File: config.mk
export PLATFORM = sky130hd
export DESIGN_NAME = xflow_ctrl
export DESIGN_NICKNAME = d
export VERILOG_FILES = /design/src/rtl/xflow_pkg.sv /design/src/rtl/xflow_rx_gate.sv /design/src/rtl/xflow_level_watch.sv /design/src/rtl/xflow_ins_seq.sv /design/src/rtl/xflow_ctrl.sv
export SDC_FILE = /design/constraint.sdc
export NUM_CORES = 1
export LEC_CHECK = 0
export BUFFER_PORTS_ARGS = -buffer_cell sky130_fd_sc_hd__buf_4
export CAP_MARGIN = 0
export CELL_PAD_IN_SITES_DETAIL_PLACEMENT = 1
export CELL_PAD_IN_SITES_GLOBAL_PLACEMENT = 1
export CORE_UTILIZATION = 31
export DETAILED_ROUTE_END_ITERATION = 8
export PLACE_DENSITY = 0.89
export SYNTH_ARGS = -nofsm -noshare
export SYNTH_HDL_FRONTEND = slang
export SYNTH_SLANG_ARGS = --single-unit
File: constraint.sdc
create_clock -name clk -period 2.7 [get_ports clk]
set_clock_uncertainty 0.1 [all_clocks]
set_input_delay 0.135 -clock clk [delete_from_list [all_inputs] [get_ports clk]]
set_output_delay 0.135 -clock clk [all_outputs]
set_load 0.02 [all_outputs]
File: src/rtl/xflow_pkg.sv
package xflow_pkg;

    typedef enum logic [1:0] {
        PAIR_NONE = 2'd0,
        PAIR_ONE  = 2'd1,
        PAIR_TWO  = 2'd2,
        PAIR_BOTH = 2'd3
    } pair_sel_e;

    typedef enum logic [1:0] {
        SEQ_IDLE   = 2'd0,
        SEQ_FIRST  = 2'd1,
        SEQ_SECOND = 2'd2
    } seq_state_e;

    typedef enum logic {
        KIND_ON  = 1'b0,
        KIND_OFF = 1'b1
    } flow_kind_e;

    typedef struct packed {
        logic [7:0] on1;
        logic [7:0] off1;
        logic [7:0] on2;
        logic [7:0] off2;
    } flow_codes_t;

    typedef struct packed {
        logic is_on;
        logic is_off;
    } match_t;

    // Code to emit for a given kind, pair selection and position in a two-code run.
    function automatic logic [7:0] pick_code(flow_codes_t c, flow_kind_e k,
                                             pair_sel_e sel, logic second);
        logic use_two;
        use_two = (sel == PAIR_TWO) || ((sel == PAIR_BOTH) && second);
        if (k == KIND_OFF)
            return use_two ? c.off2 : c.off1;
        else
            return use_two ? c.on2 : c.on1;
    endfunction

    // Compare one received character with the selected pairs.
    function automatic match_t classify(flow_codes_t c, pair_sel_e sel, logic [7:0] ch);
        match_t m;
        m.is_off = (sel[0] && ch == c.off1) || (sel[1] && ch == c.off2);
        m.is_on  = (sel[0] && ch == c.on1)  || (sel[1] && ch == c.on2);
        return m;
    endfunction

    function automatic logic two_codes(pair_sel_e sel);
        return sel == PAIR_BOTH;
    endfunction

endpackage

File: src/rtl/xflow_rx_gate.sv
module xflow_rx_gate
    import xflow_pkg::*;
(
    input  logic        clk,
    input  logic        rst,
    input  pair_sel_e   rx_sel,
    input  flow_codes_t codes,
    input  logic        resume_any,
    input  logic        rx_valid,
    input  logic [7:0]  rx_data,
    output logic        rx_store,
    output logic        tx_pause
);
    match_t hit;
    logic   pause_q;

    always_comb begin
        hit      = classify(codes, rx_sel, rx_data);
        rx_store = rx_valid && !(hit.is_on || hit.is_off);
    end

    always_ff @(posedge clk) begin
        if (rst) begin
            pause_q <= 1'b0;
        end else if (rx_sel == PAIR_NONE) begin
            pause_q <= 1'b0;
        end else if (rx_valid) begin
            if (hit.is_off)
                pause_q <= 1'b1;
            else if (hit.is_on || resume_any)
                pause_q <= 1'b0;
        end
    end

    assign tx_pause = pause_q;
endmodule

File: src/rtl/xflow_level_watch.sv
module xflow_level_watch
    import xflow_pkg::*;
#(
    parameter int LVL_W      = 9,
    parameter int RESEND_CYC = 64
) (
    input  logic             clk,
    input  logic             rst,
    input  logic             tx_en,
    input  logic             resend_en,
    input  logic             seq_busy,
    input  logic [LVL_W-1:0] level,
    input  logic [LVL_W-1:0] hi_thr,
    input  logic [LVL_W-1:0] lo_thr,
    output logic             ev_valid,
    output flow_kind_e       ev_kind
);
    localparam int CNT_W = $clog2(RESEND_CYC + 1);
    localparam logic [CNT_W-1:0] CNT_LAST = CNT_W'(RESEND_CYC - 1);

    logic             halted_q;
    logic [CNT_W-1:0] gap_q;
    logic             want_off, want_on, want_again;

    always_comb begin
        want_off   = tx_en && !halted_q && (level > hi_thr);
        want_on    = tx_en &&  halted_q && (level < lo_thr);
        want_again = tx_en &&  halted_q && resend_en && (gap_q == CNT_LAST);
        ev_valid   = !seq_busy && (want_off || want_on || want_again);
        ev_kind    = want_on ? KIND_ON : KIND_OFF;
    end

    always_ff @(posedge clk) begin
        if (rst) begin
            halted_q <= 1'b0;
        end else if (!tx_en) begin
            halted_q <= 1'b0;
        end else if (ev_valid) begin
            halted_q <= (ev_kind == KIND_OFF);
        end
    end

    always_ff @(posedge clk) begin
        if (rst || !tx_en || !halted_q || !resend_en || seq_busy || ev_valid)
            gap_q <= '0;
        else
            gap_q <= gap_q + 1'b1;
    end
endmodule

File: src/rtl/xflow_ins_seq.sv
module xflow_ins_seq
    import xflow_pkg::*;
(
    input  logic        clk,
    input  logic        rst,
    input  logic        ev_valid,
    input  flow_kind_e  ev_kind,
    input  pair_sel_e   tx_sel,
    input  flow_codes_t codes,
    input  logic        tx_idle,
    output logic        ins_req,
    output logic [7:0]  ins_char,
    output logic        busy
);
    seq_state_e state_q;
    flow_kind_e kind_q;
    pair_sel_e  sel_q;

    assign busy     = (state_q != SEQ_IDLE);
    assign ins_req  = busy;
    assign ins_char = pick_code(codes, kind_q, sel_q, state_q == SEQ_SECOND);

    always_ff @(posedge clk) begin
        if (rst) begin
            state_q <= SEQ_IDLE;
            kind_q  <= KIND_ON;
            sel_q   <= PAIR_NONE;
        end else begin
            case (state_q)
                SEQ_IDLE: begin
                    if (ev_valid) begin
                        state_q <= SEQ_FIRST;
                        kind_q  <= ev_kind;
                        sel_q   <= tx_sel;
                    end
                end
                SEQ_FIRST: begin
                    if (tx_idle)
                        state_q <= two_codes(sel_q) ? SEQ_SECOND : SEQ_IDLE;
                end
                SEQ_SECOND: begin
                    if (tx_idle)
                        state_q <= SEQ_IDLE;
                end
                default: state_q <= SEQ_IDLE;
            endcase
        end
    end
endmodule

File: src/rtl/xflow_ctrl.sv
module xflow_ctrl
    import xflow_pkg::*;
#(
    parameter int LVL_W      = 9,
    parameter int RESEND_CYC = 64
) (
    input  logic             clk,
    input  logic             rst,
    input  logic [1:0]       tx_mode,
    input  logic [1:0]       rx_mode,
    input  logic             resume_any,
    input  logic             xoff_resend,
    input  logic [7:0]       on1,
    input  logic [7:0]       off1,
    input  logic [7:0]       on2,
    input  logic [7:0]       off2,
    input  logic [LVL_W-1:0] rx_level,
    input  logic [LVL_W-1:0] hi_thr,
    input  logic [LVL_W-1:0] lo_thr,
    input  logic             rx_valid,
    input  logic [7:0]       rx_data,
    input  logic             tx_idle,
    output logic             rx_store,
    output logic             tx_pause,
    output logic             fifo_ok,
    output logic             ins_req,
    output logic [7:0]       ins_char
);
    flow_codes_t codes;
    pair_sel_e   tx_sel, rx_sel;
    logic        ev_valid, seq_busy;
    flow_kind_e  ev_kind;

    assign codes  = '{on1: on1, off1: off1, on2: on2, off2: off2};
    assign tx_sel = pair_sel_e'(tx_mode);
    assign rx_sel = pair_sel_e'(rx_mode);

    xflow_rx_gate u_rx_gate (
        .clk        (clk),
        .rst        (rst),
        .rx_sel     (rx_sel),
        .codes      (codes),
        .resume_any (resume_any),
        .rx_valid   (rx_valid),
        .rx_data    (rx_data),
        .rx_store   (rx_store),
        .tx_pause   (tx_pause)
    );

    xflow_level_watch #(
        .LVL_W      (LVL_W),
        .RESEND_CYC (RESEND_CYC)
    ) u_level_watch (
        .clk       (clk),
        .rst       (rst),
        .tx_en     (tx_sel != PAIR_NONE),
        .resend_en (xoff_resend),
        .seq_busy  (seq_busy),
        .level     (rx_level),
        .hi_thr    (hi_thr),
        .lo_thr    (lo_thr),
        .ev_valid  (ev_valid),
        .ev_kind   (ev_kind)
    );

    xflow_ins_seq u_ins_seq (
        .clk      (clk),
        .rst      (rst),
        .ev_valid (ev_valid),
        .ev_kind  (ev_kind),
        .tx_sel   (tx_sel),
        .codes    (codes),
        .tx_idle  (tx_idle),
        .ins_req  (ins_req),
        .ins_char (ins_char),
        .busy     (seq_busy)
    );

    // Inserted codes win over FIFO bytes; a far-end halt blocks FIFO bytes.
    assign fifo_ok = tx_idle && !tx_pause && !ins_req;
endmodule

# Word-level counts from Yosys, hierarchy flattened
# Index checks and enable logic that the tools add are counted.
totals:
  reg_bits: 14
  output_inout_bits: 12
  word_cells: 76
op_classes:
  addsub: 1
  n_lt_le_gt_ge: 2
  eq_ne: 12
  muxes: 11
  n_bitwise: 1
  n_reduce_logical: 43
op_table:
  columns: ["cell", "count"]
  rows:
  - ["$eq A8 B8 Y1", 4]
  - ["$mux W8", 3]
  - ["$logic_and A1 B1 Y1", 15]
  - ["$logic_or A1 B1 Y1", 12]
  - ["$gt A9 B9 Y1", 1]
  - ["$lt A9 B9 Y1", 1]
  - ["$mux W2", 4]
  - ["$add A7 B1 Y7 const B", 1]
  - ["$eq A7 B6 Y1 const B", 1]
  - ["$eq A2 B2 Y1 const B", 3]
  - ["$logic_not A1 Y1", 6]
  - ["$ne A2 B2 Y1 const B", 3]
  - ["$pmux W2 S3", 1]
  - ["$reduce_bool A2 Y1", 3]
  - ["$logic_not A2 Y1", 2]
  - ["$reduce_and A2 Y1", 2]
  - ["$reduce_or A2 Y1", 2]
  - ["$mux W1", 3]
  - ["$reduce_and A3 Y1", 1]
  - ["$eq A2 B1 Y1 const B", 1]
  - ["$not A1 Y1", 1]

# Logic depth before layout (Yosys ltp)
# Gate-level depths: netlist of run 1.
logic_depth:
  depth_word: 8
  depth_mapped: 8
  ltp_nobuf: 8

# Cells and area by module
# Synthesis of run 1 repeated with hierarchy kept, for this count alone.
unflattened:
  hier_cells: 189
  hier_area_um2: 1691.6
modules_own_cells:
  columns: ["mod", "instances", "cells_each", "area_per_inst_um2", "seq_area_each_um2"]
  rows:
  - ["xflow_level_watch", 1, 101, 799.5, 160.2]
  - ["xflow_ins_seq", 1, 32, 440.4, 100.1]
  - ["xflow_rx_gate", 1, 54, 432.9, 20.0]
  - ["xflow_ctrl", 1, 2, 18.8, 0.0]

# Least setup slack after synthesis of run 1
# OpenSTA, ideal clock, no wires.
synth_timing:
  path_kind: "input -> register"
  startpoint: "input port hi_thr[6]"
  endpoint: "register u_level_watch.halted_q"
  setup_time_ns: 0.115
  arrival_time_ns: 1.744
  slack_ns: 0.741
  stages: 8
  n_path_buf: 0
  path_cell_list: "inv_1 ha_1 a211oi_2 nor2_1 a2111oi_1 a2111oi_1 or4_1 and3_1"
synth_via:
  elab_chain_cells: 5
synth_rtl:
  columns: ["item", "line_no", "rtl"]
  rows:
  - ["start: declaration", "xflow_ctrl.sv:18", "input logic [LVL_W-1:0] hi_thr,"]
  - ["$gt A9 B9 Y1", "xflow_level_watch.sv:26", "want_off = tx_en && !halted_q && (level > hi_thr);"]
  - ["$logic_and A1 B1 Y1", "xflow_level_watch.sv:26", null]
  - ["$logic_or A1 B1 Y1 (2 in series)", "xflow_level_watch.sv:29", "ev_valid = !seq_busy && (want_off || want_on || want_again);"]
  - ["$logic_and A1 B1 Y1", "xflow_level_watch.sv:29", null]
  - ["end signal: assignment", "xflow_level_watch.sv:39", "halted_q <= (ev_kind == KIND_OFF);"]
  - ["end: declaration", "xflow_level_watch.sv:21", "logic halted_q;"]
# No other way between the ends.
# A chain may end at the register's enable or synchronous reset.

# Worst setup path in the final report of run 1
layout_timing:
  startpoint: "register u_ins_seq.state_q[0]"
  endpoint: "output port ins_char[6]"
layout_via:
  elab_chain_cells: 5
  word_cells_on_any_way: 6
  cone_classes: "eq/ne: 1; mux: 3; reduce/logical: 2"
layout_rtl:
  columns: ["item", "line_no", "rtl"]
  rows:
  - ["start: declaration", "xflow_ins_seq.sv:15", "seq_state_e state_q;"]
  - ["start signal: assignment", "xflow_ins_seq.sv:39", "state_q <= two_codes(sel_q) ? SEQ_SECOND : SEQ_IDLE;"]
  - ["$eq A2 B2 Y1 (*)", "xflow_ins_seq.sv:21", "assign ins_char = pick_code(codes, kind_q, sel_q, state_q == SEQ_SECOND);"]
  - ["$logic_and A1 B1 Y1 (*)", "xflow_pkg.sv:37", "use_two = (sel == PAIR_TWO) || ((sel == PAIR_BOTH) && second);"]
  - ["$logic_or A1 B1 Y1 (*)", "xflow_pkg.sv:37", null]
  - ["$mux W8 (on tied branches)", "xflow_pkg.sv:41, xflow_pkg.sv:39", null]
  - ["$mux W8 (*)", "xflow_pkg.sv:38", "if (k == KIND_OFF)"]
  - ["end: declaration", "xflow_ctrl.sv:27", "output logic [7:0] ins_char"]
# Mark *: on every way between the ends. The rest lies on a longest branch, timed or not.

==> impl_metrics.toml, run 1 <==
[finish]
drive_gt1_frac = 0.3692
final_area_um2 = 2382
fin_nets = 375
diodes = 0
area.growth.synth_to_final_pct = 47.37
final_util = 0.4882
fillCellCount = 614

[place]
portBuffers = 88
placed_cell_area_um2 = 2327
place_congestion = 0.8693
dp.final_hpwl_um = 4567
pre_cts_slack_ps = 425.0

[clock_network]
cts_resized = 0
clockBufferDepth = 2
htree_levels = 1
hold_buffers = 0
clkTransAtPathRegs_ps = 60
clock-sinks = 14
clkLatencyLatePin_ps = 240
cts_made_buffers = 3
clockRootBuffer = "clkbuf_8"
cts_tree = "built"
post_cts.repair.setup_buffers = 0

[global_route]
grt_pass1_vias = 2013
overflow = 0
grt_pass1_wl_um = 8314
grt_max_degree = 10
antenna_found_initial = 0
grt_usage = 0.1937

[route]
vias = 1727
dr.pass1.iters = 3
drt_drc_violations_left = 0
wl_um = 5041
avgViaCountPerCell = 4.991
ant_nets = 0
drt-initial-drc-count = 19
routedWlPerCell_um = 14.57

[floorplanning]
ios = 89
die_h_um = 74.21
die_w_um = 74.21
fp.dieArea_um2 = 5507
initial_core_util = 0.3313
rows = 25
fp.coreArea_um2 = 4880

[yosys]
synthTopCellsByCount = "xnor2_1 (27), inv_1 (21), ha_1 (18), nor2_1 (16), dfxtp_1 (14)"
yosys_register_bits = 14
synthTopCellsByArea = "dfxtp_1 (17%), xnor2_1 (15%), ha_1 (14%)"
synth_top_area_frac = 0.1734
async_reset_ff_frac = 0
synth_edf_count = 0
syn_nets = 291
synth_cell_types = 32
ys_seq_area_frac = 0.1734
synth_ff_type = "dfxtp_1"
netlist_area_um2 = 1617
yosys.area.top_type = "dfxtp_1"
synth.avg_cell_area_um2 = 8.248
netlist_instances = 196
synth_most_common_cell = "xnor2_1"
yosysWarnings = 0

[critical_path]
path_class = "flop to output port"
critPathRequiredTime_ps = 2470
cp.arrival_ps = 1940
path_cells = "nand2b_1 -> nand2_1 -> nand2_1 -> mux4_2 -> buf_4"
critical_path.max_fanout = 8
timing.rr.end = "u_ins_seq.sel_q[1]"
r2r_cells = 6
r2r_slack_ps = 950
critical_path.max_stage_delay_ps = 580
cpMaxStageDelayCell = "mux4_2"
crit_top_cell = "nand2_1"
start_kind = "flop"
worstSetupEndpointType = "output port"
r2r-start = "u_level_watch.gap_q[0]"

[hold_path]
holdPathEnd = "u_ins_seq.state_q[0]"
hold_depth = 2
hp-class = "input pin to flop"
hp-start = "rst"

[sta]
drv_slew = 0
setup_tns_ps = 0
rsz0062_at_grt = "false"
tightest_slew_ps = 542.1
max_clock_freq_ghz = 0.4589
max_slew_margin = 0.6358
post-route-period-util = 0.8071
finalHoldViolCount = 0
setup_viol_count_final = 0
worst_slack_ps = 520.9
fin_crit_ps = 2179

[power]
peakVddDrop_v = 0.0001872
leakagePower_nw = 1.124
power.density_nw_per_um2 = 347.0
finalPower_mw = 0.8267

[run_status]
status = "finished, final reports clean"

[job]
drv_cap = 0
[sequential cells by signal, indices dropped and copies added, names as in the netlist]
| register | flops |
|---|---|
| u_ins_seq.state_q | 2 |
| u_level_watch.halted_q | 1 |
| u_level_watch.gap_q | 7 |
| u_ins_seq.sel_q | 2 |
| u_ins_seq.kind_q | 1 |
| u_rx_gate.tx_pause | 1 |
[cells in the final DEF (no fill, tap or decap), types with 3 or more instances in the layout]
master	Yosys	final
and3_1	4	4
nand3_1	6	6
nand4_1	7	7
nor3_1	8	8
xor2_1	9	9
nand2b_1	6	6
o21ai_0	3	3
nor2_1	16	16
mux4_2	8	8
buf_4	0	88
dfxtp_1	14	14
a21oi_1	7	7
nand2_1	12	12
ha_1	18	18
clkbuf_8	0	4
inv_1	21	21
xnor2_1	27	27
[worst max path at each step]
stage               depth (start not counted)                endpoint                  from  slack, ps
finish                                      5             ins_char[6]  u_ins_seq.state_q[0]        520
CTS                                         5             ins_char[6]  u_ins_seq.state_q[0]        470
global placement                            8        u_ins_seq.kind_q           rx_level[6]        510
floorplan                                   8  u_level_watch.halted_q             hi_thr[6]        740
detailed placement                          8        u_ins_seq.kind_q           rx_level[4]        420
global route                                5             ins_char[6]  u_ins_seq.state_q[0]        320
[power by group]
part	switching (mW)	internal, mW
sequential	0.0148	0.217
clock	0.0752	0.129
combinational	0.177	0.214
total	0.267	0.560
[cell type report]
class | count | area, um2 | share of cell area
repair buffers | 88 | 660.6 | 0.2773
inverters | 21 | 78.83 | 0.03309
flip-flops and latches | 14 | 280.3 | 0.1176
clock buffers | 4 | 55.05 | 0.02311
multi-input cells | 152 | 1224 | 0.5137
well taps | 67 | 83.83 | 0.03519
[critical path: cells and delay by family (launching register included)]
kind / cells / cell delay, ps
buffers and inverters: 1 / 170
flip-flops: 1 / 330
multiplexers: 1 / 580
AND/OR/NAND/NOR: 3 / 610
[kinds of logic (layout without fill, tap and decap cells)]
group | after synthesis | count (layout) | share of synthesized area
compound gates | 20 | 20 | 0.08669
xor+xnor | 36 | 36 | 0.1951
fa+ha+maj | 18 | 18 | 0.1393
buf+inv | 30 | 113 | 0.06966
flops | 14 | 14 | 0.1734
mux | 10 | 10 | 0.1238
simple gates | 68 | 68 | 0.2121
[stage by stage]
| step | hold slack (ps) | std cells |
|---|---|---|
| floorplan | 187.3 | 196 |
| global placement | 272.4 | 342 |
| detailed placement | 278.2 | 342 |
| CTS | 16.04 | 346 |
| global route | 27.33 | 346 |
| finish | 19.26 | 346 |
[routing by layer]
layer | up-vias | share of wire | global-route usage
li1 | 843 | - | -
met1 | 804 | 0.37 | 0.1952
met2 | 68 | 0.55 | 0.3929
met3 | 12 | 0.063 | 0.04336
met4 | 0 | 0.019 | 0.05241
met5 | - | 0 | 0
(Power assumes the default switching activity.)
==> run 2, diff against run 1 <==
CORE_UTILIZATION = 28   (was 31)
PLACE_DENSITY = 0.86   (was 0.89)
clock period = 2 ns   (was 2.7 ns; I/O delays follow)
==> run 2 against run 1 <==
Effect of this change: sequential cell count did not move; combinational power up 46%; sequential power rose by 31%; utilization fell by 4.0 points; hold slack better by 11 ps; design area increased by 4.3%; power increased by 39%; die area rose by 10%; via count up 0.12%; worst setup slack got worse by 420 ps.
==> impl_metrics.toml, run 2 (synthesis gave the netlist of run 1 again) <==
[critical_path]
path_class = "flop to output port"
path_buf_inv = 2
cpMaxStageDelayCell = "mux4_2"
cp.arrival_ps = 1700
critPathRequiredTime_ps = 1800
critical_path.max_fanout = 8
r2r-start = "u_level_watch.gap_q[0]"
critical_path.max_stage_delay_ps = 520
timing.rr.end = "u_level_watch.halted_q"
path_cells = "nand2b_1 -> nand2_1 -> nand2_1 -> buf_6 -> mux4_2 -> buf_4"
worstSetupEndpointType = "output port"
r2r_cells = 6
crit_top_cell = "nand2_1"
r2r_slack_ps = 270
crit_family = "multiplexers"
start_kind = "flop"

[clock_network]
clkTransAtPathRegs_ps = 60
clockRootBuffer = "clkbuf_8"
cts_tree = "built"
clock-sinks = 14
clkLatencyLatePin_ps = 240
cts_made_buffers = 3
post_cts.repair.setup_buffers = 0
htree_levels = 1
clockBufferDepth = 2

[place]
place_congestion = 0.7847
dp.final_hpwl_um = 4443
pre_cts_slack_ps = -224.4
portBuffers = 88

[hold_path]
hp-start = "tx_mode[0]"
holdPathEnd = "u_ins_seq.sel_q[0]"
hp-class = "input pin to flop"
hold_depth = 3

[route]
drt_drc_violations_left = 0
drt-initial-drc-count = 25
routedWlPerCell_um = 13.63
wl_um = 4934
ant_nets = 0
vias = 1729
avgViaCountPerCell = 4.776
dr.pass1.iters = 3

[finish]
top_regs = "u_level_watch.gap_q: 7 flops, u_ins_seq.sel_q: 2 flops, u_ins_seq.state_q: 2 flops"
top_register = "u_level_watch.gap_q"
final_util = 0.4483
drive_gt1_frac = 0.3966
final_cell_mix = "buf_4 (97), xnor2_1 (27), inv_1 (21), ha_1 (18), nor2_1 (16)"
largest_register_ffs = 7
fin_nets = 386
final_common_cell = "buf_4"
fillCellCount = 708
area.growth.synth_to_final_pct = 53.64
diodes = 0

[floorplanning]
die_w_um = 77.98
die_h_um = 77.98
fp.dieArea_um2 = 6081
fp.coreArea_um2 = 5540
ios = 89
initial_core_util = 0.2918
rows = 27

[sta]
finalHoldViolCount = 0
max_slew_margin = 0.7073
max_clock_freq_ghz = 0.5268
setup_viol_count_final = 0
drv_slew = 0
post-route-period-util = 0.9491
tightest_slew_ps = 437.9
fin_crit_ps = 1898
worst_slack_ps = 101.9

[global_route]
antenna_found_initial = 0
overflow = 0
grt_max_degree = 10
grt_usage = 0.1648
grt_pass1_vias = 1884
grt_pass1_wl_um = 8010

[job]
drv_cap = 0

[power]
peakVddDrop_v = 0.0002409
power.density_nw_per_um2 = 462.5
leakagePower_nw = 1.178

[run_status]
status = "finished, final reports clean"
-- run 2: cell types whose count changed in the layout (fill, tap and decap cells not counted) --
| cell | previous run | this run |
|---|---|---|
| buf_4 | 88 | 97 |
| a2111oi_1 | 2 | 1 |
| a2111oi_2 | 0 | 1 |
| buf_6 | 0 | 1 |
| dfxtp_1 | 14 | 13 |
| dfxtp_2 | 0 | 1 |
| dlygate4sd3_1 | 0 | 1 |
-- run 2: timing repair --
action / CTS / global route
resized for setup: 0 / 3
hold buffers: 1 / 0
endpoints found under the setup margin: 0 / 10
hold endpoints to repair: 3 / 0
-- run 2: routing by layer --
| metal | share of wire | GRT usage |
|---|---|---|
| met5 | 0 | 0 |
| met4 | 0.0045 | 0.02222 |
| met3 | 0.065 | 0.04235 |
| met2 | 0.55 | 0.3389 |
| met1 | 0.38 | 0.1667 |
-- run 2: worst register-to-register path: cells and delay by family, from the launching register on --
kind	cells	cell delay, ps
fa+ha+maj	1	240
flops	1	320
simple gates	5	970
-- run 2: layout make-up --
| type | instances | area, um2 | share of cell area |
|---|---|---|---|
| well taps | 72 | 90.09 | 0.03627 |
| multi-input cells | 152 | 1229 | 0.4947 |
| flip-flops and latches | 14 | 281.5 | 0.1134 |
| clock buffers | 4 | 55.05 | 0.02217 |
| repair buffers | 99 | 749.5 | 0.3018 |
| inverters | 21 | 78.83 | 0.03174 |
-- run 2: stage by stage --
step / area [um2] / TNS (ps) / std cells / hold slack [ps] / total power [mW]
global route: 2484 / -0.7363 / 362 / 41.96 / 1.227
finish: 2484 / 0 / 362 / 29.88 / 1.149
global placement: 2409 / -151.0 / 357 / 241.5 / 0.8576
floorplan: 1617 / 0 / 196 / 152.3 / 0.6044
CTS: 2474 / 0 / 362 / 19.13 / 1.166
detailed placement: 2409 / -445.4 / 357 / 246.3 / 0.8793
-- run 2: how the worst max path moves through the flow --
stage	start	to	slack, ps	depth (start not counted)
5_1_grt	rx_level[4]	u_level_watch.halted_q	-0.7	8
6_report	u_ins_seq.state_q[0]	ins_char[2]	100	6
3_5_place_dp	rx_level[4]	u_level_watch.halted_q	-220	8
4_1_cts	u_ins_seq.state_q[0]	ins_char[2]	10	6
3_3_place_gp	rx_level[2]	u_level_watch.halted_q	-120	8
2_1_floorplan	hi_thr[6]	u_level_watch.halted_q	80	8
-- run 2: power breakdown --
part           switching (mW)  internal [mW]  total (mW)  leakage, nW
logic                   0.255          0.314       0.569         1.04
clock network           0.102          0.174       0.276       0.0288
registers             0.00984          0.294       0.304        0.114
total                   0.366          0.783        1.15         1.18
==> run 3, diff against run 2 <==
BUFFER_PORTS_ARGS = unset   (was -buffer_cell sky130_fd_sc_hd__buf_4)
CORE_UTILIZATION = 40   (was 28)
DONT_BUFFER_PORTS = 1   (was unset)
PLACE_DENSITY = 0.85   (was 0.86)
==> run 3 against run 2 <==
Effect of this change: critical path depth is 1 lower; non-clock buffer count down 87; register-to-register slack about the same; first-iteration DRC count shrank 40%; combinational power is 36% lower; clock-buffer cell count is the same; critical endpoint is now ins_char[0]; largest cell class unchanged.
==> impl_metrics.toml, run 3 (synthesis gave the netlist of run 1 again) <==
[clock_network]
cts_tree = "built"
clkTransAtPathRegs_ps = 60
clkLatencyLatePin_ps = 250
clockBufferDepth = 2
htree_levels = 1
cts_made_buffers = 3
clock-sinks = 14
clockRootBuffer = "clkbuf_8"

[route]
avgViaCountPerCell = 5.546
wl_um = 4156
routedWlPerCell_um = 16.56
ant_nets = 0
dr.pass1.iters = 4
drt_drc_violations_left = 0
drt-initial-drc-count = 15
vias = 1392

[job]
drv_cap = 0

[global_route]
grt_busiest_layer = "met2"
met3_usage = 0.04861
grt_usage = 0.2041
grt_pass1_vias = 1578
overflow = 0
use_met1 = 0.2227
use_met2 = 0.3814
grt_max_degree = 9
antenna_found_initial = 0
grt_pass1_wl_um = 6741

[sta]
max_slew_margin = 0.7055
post-route-period-util = 0.9338
finalHoldViolCount = 0
max_clock_freq_ghz = 0.5354
tightest_slew_ps = 440.6
setup_viol_count_final = 0
worst_slack_ps = 132.3
drv_slew = 0
rsz0062_at_grt = "false"
fin_crit_ps = 1868
whs_ps = 25.51

[critical_path]
cpMaxStageDelayCell = "mux4_2"
path_class = "flop to output port"
critPathRequiredTime_ps = 1800
crit_top_cell = "nand2_1"
crit_family = "multiplexers"
critical_path.max_fanout = 8
cp.arrival_ps = 1670
worstSetupEndpointType = "output port"
start_kind = "flop"
critical_path.max_stage_delay_ps = 610
path_buf_inv = 1
path_cells = "nand2b_1 -> nand2_1 -> nand2_1 -> buf_4 -> mux4_2"

[floorplanning]
die_w_um = 65.57
initial_core_util = 0.4287
die_h_um = 65.57
rows = 22
ios = 89
fp.dieArea_um2 = 4299
fp.coreArea_um2 = 3771

[place]
pre_cts_slack_ps = -96.52
placed_cell_area_um2 = 1680
portBuffers = 0
place_congestion = 0.8065
dp.final_hpwl_um = 3541

[power]
p_sw_mw = 0.2986
finalPower_mw = 0.9439
p_seq_frac = 0.320
leakagePower_nw = 0.7568
peakVddDrop_v = 0.0002197
pwr-share-comb = 0.385
power.density_nw_per_um2 = 522.8
switching_share = 0.3164
clock_power_share = 0.294
internal_power_mw = 0.6453

[finish]
drive_gt1_frac = 0.09852
top_register = "u_level_watch.gap_q"
diodes = 0
area.growth.synth_to_final_pct = 11.69
final_cell_mix = "xnor2_1 (27), inv_1 (21), ha_1 (18), nor2_1 (16), dfxtp_1 (14)"
largest_register_ffs = 7
fin_nets = 299
final_util = 0.4788
top_regs = "u_level_watch.gap_q: 7 flops, u_ins_seq.sel_q: 2 flops, u_ins_seq.state_q: 2 flops"
final_area_um2 = 1805
final_common_cell = "xnor2_1"
fillCellCount = 456

[hold_path]
hp-class = "input pin to flop"

[run_status]
status = "finished, final reports clean"
==> run 3: cell types whose count changed in the layout (fill, tap and decap cells not counted), sizes merged <==
cell         change
dlygate4sd3      +6
buf             -93
==> run 3: final cells by class <==
cell class	instances	area (um2)	area share
Tap cell	48	60.06	0.03326
Sequential cell	14	280.3	0.1552
Inverter	21	78.83	0.04366
Multi-Input combinational cell	152	1224	0.6778
Clock buffer	4	55.05	0.03049
Timing Repair Buffer	12	107.6	0.05960
==> run 3: power by group through the flow <==
stage	combinational [mW]	clock [mW]	sequential, mW
after floorplan	0.299	0	0.306
after global placement	0.347	0	0.308
after global routing	0.401	0.300	0.304
after detailed placement	0.354	0	0.309
after CTS	0.368	0.288	0.302
final	0.364	0.278	0.303
==> run 3: final timing paths <==
| check | startpoint | endpoint | slack (ps) | depth (start not counted) |
|---|---|---|---|---|
| max reg2reg | u_level_watch.gap_q[0] | u_level_watch.halted_q | 280 | 6 |
| min reg2reg | u_level_watch.gap_q[0] | u_level_watch.gap_q[0] | 360 | 1 |
| max | u_ins_seq.state_q[0] | ins_char[0] | 130 | 5 |
| min | rst | u_level_watch.gap_q[6] | 30 | 2 |
==> run 3: what timing repair did <==
action,CTS,global route
hold buffers,7,0
buffers inserted,0,0
resized for setup,0,0
endpoints found under the hold margin,7,0
==> run 3: metal layers <==
metal / wire length (um) / part of all wire
met4: 63 / 0.015
met2: 2169 / 0.52
met5: 0 / 0
met1: 1614 / 0.39
met3: 308 / 0.074
==> run 3: stage by stage <==
step	instances	TNS, ps
2_1_floorplan	196	0
4_1_cts	251	0
5_1_grt	251	0
3_5_place_dp	240	-96.52
6_report	251	0
3_3_place_gp	240	-22.79
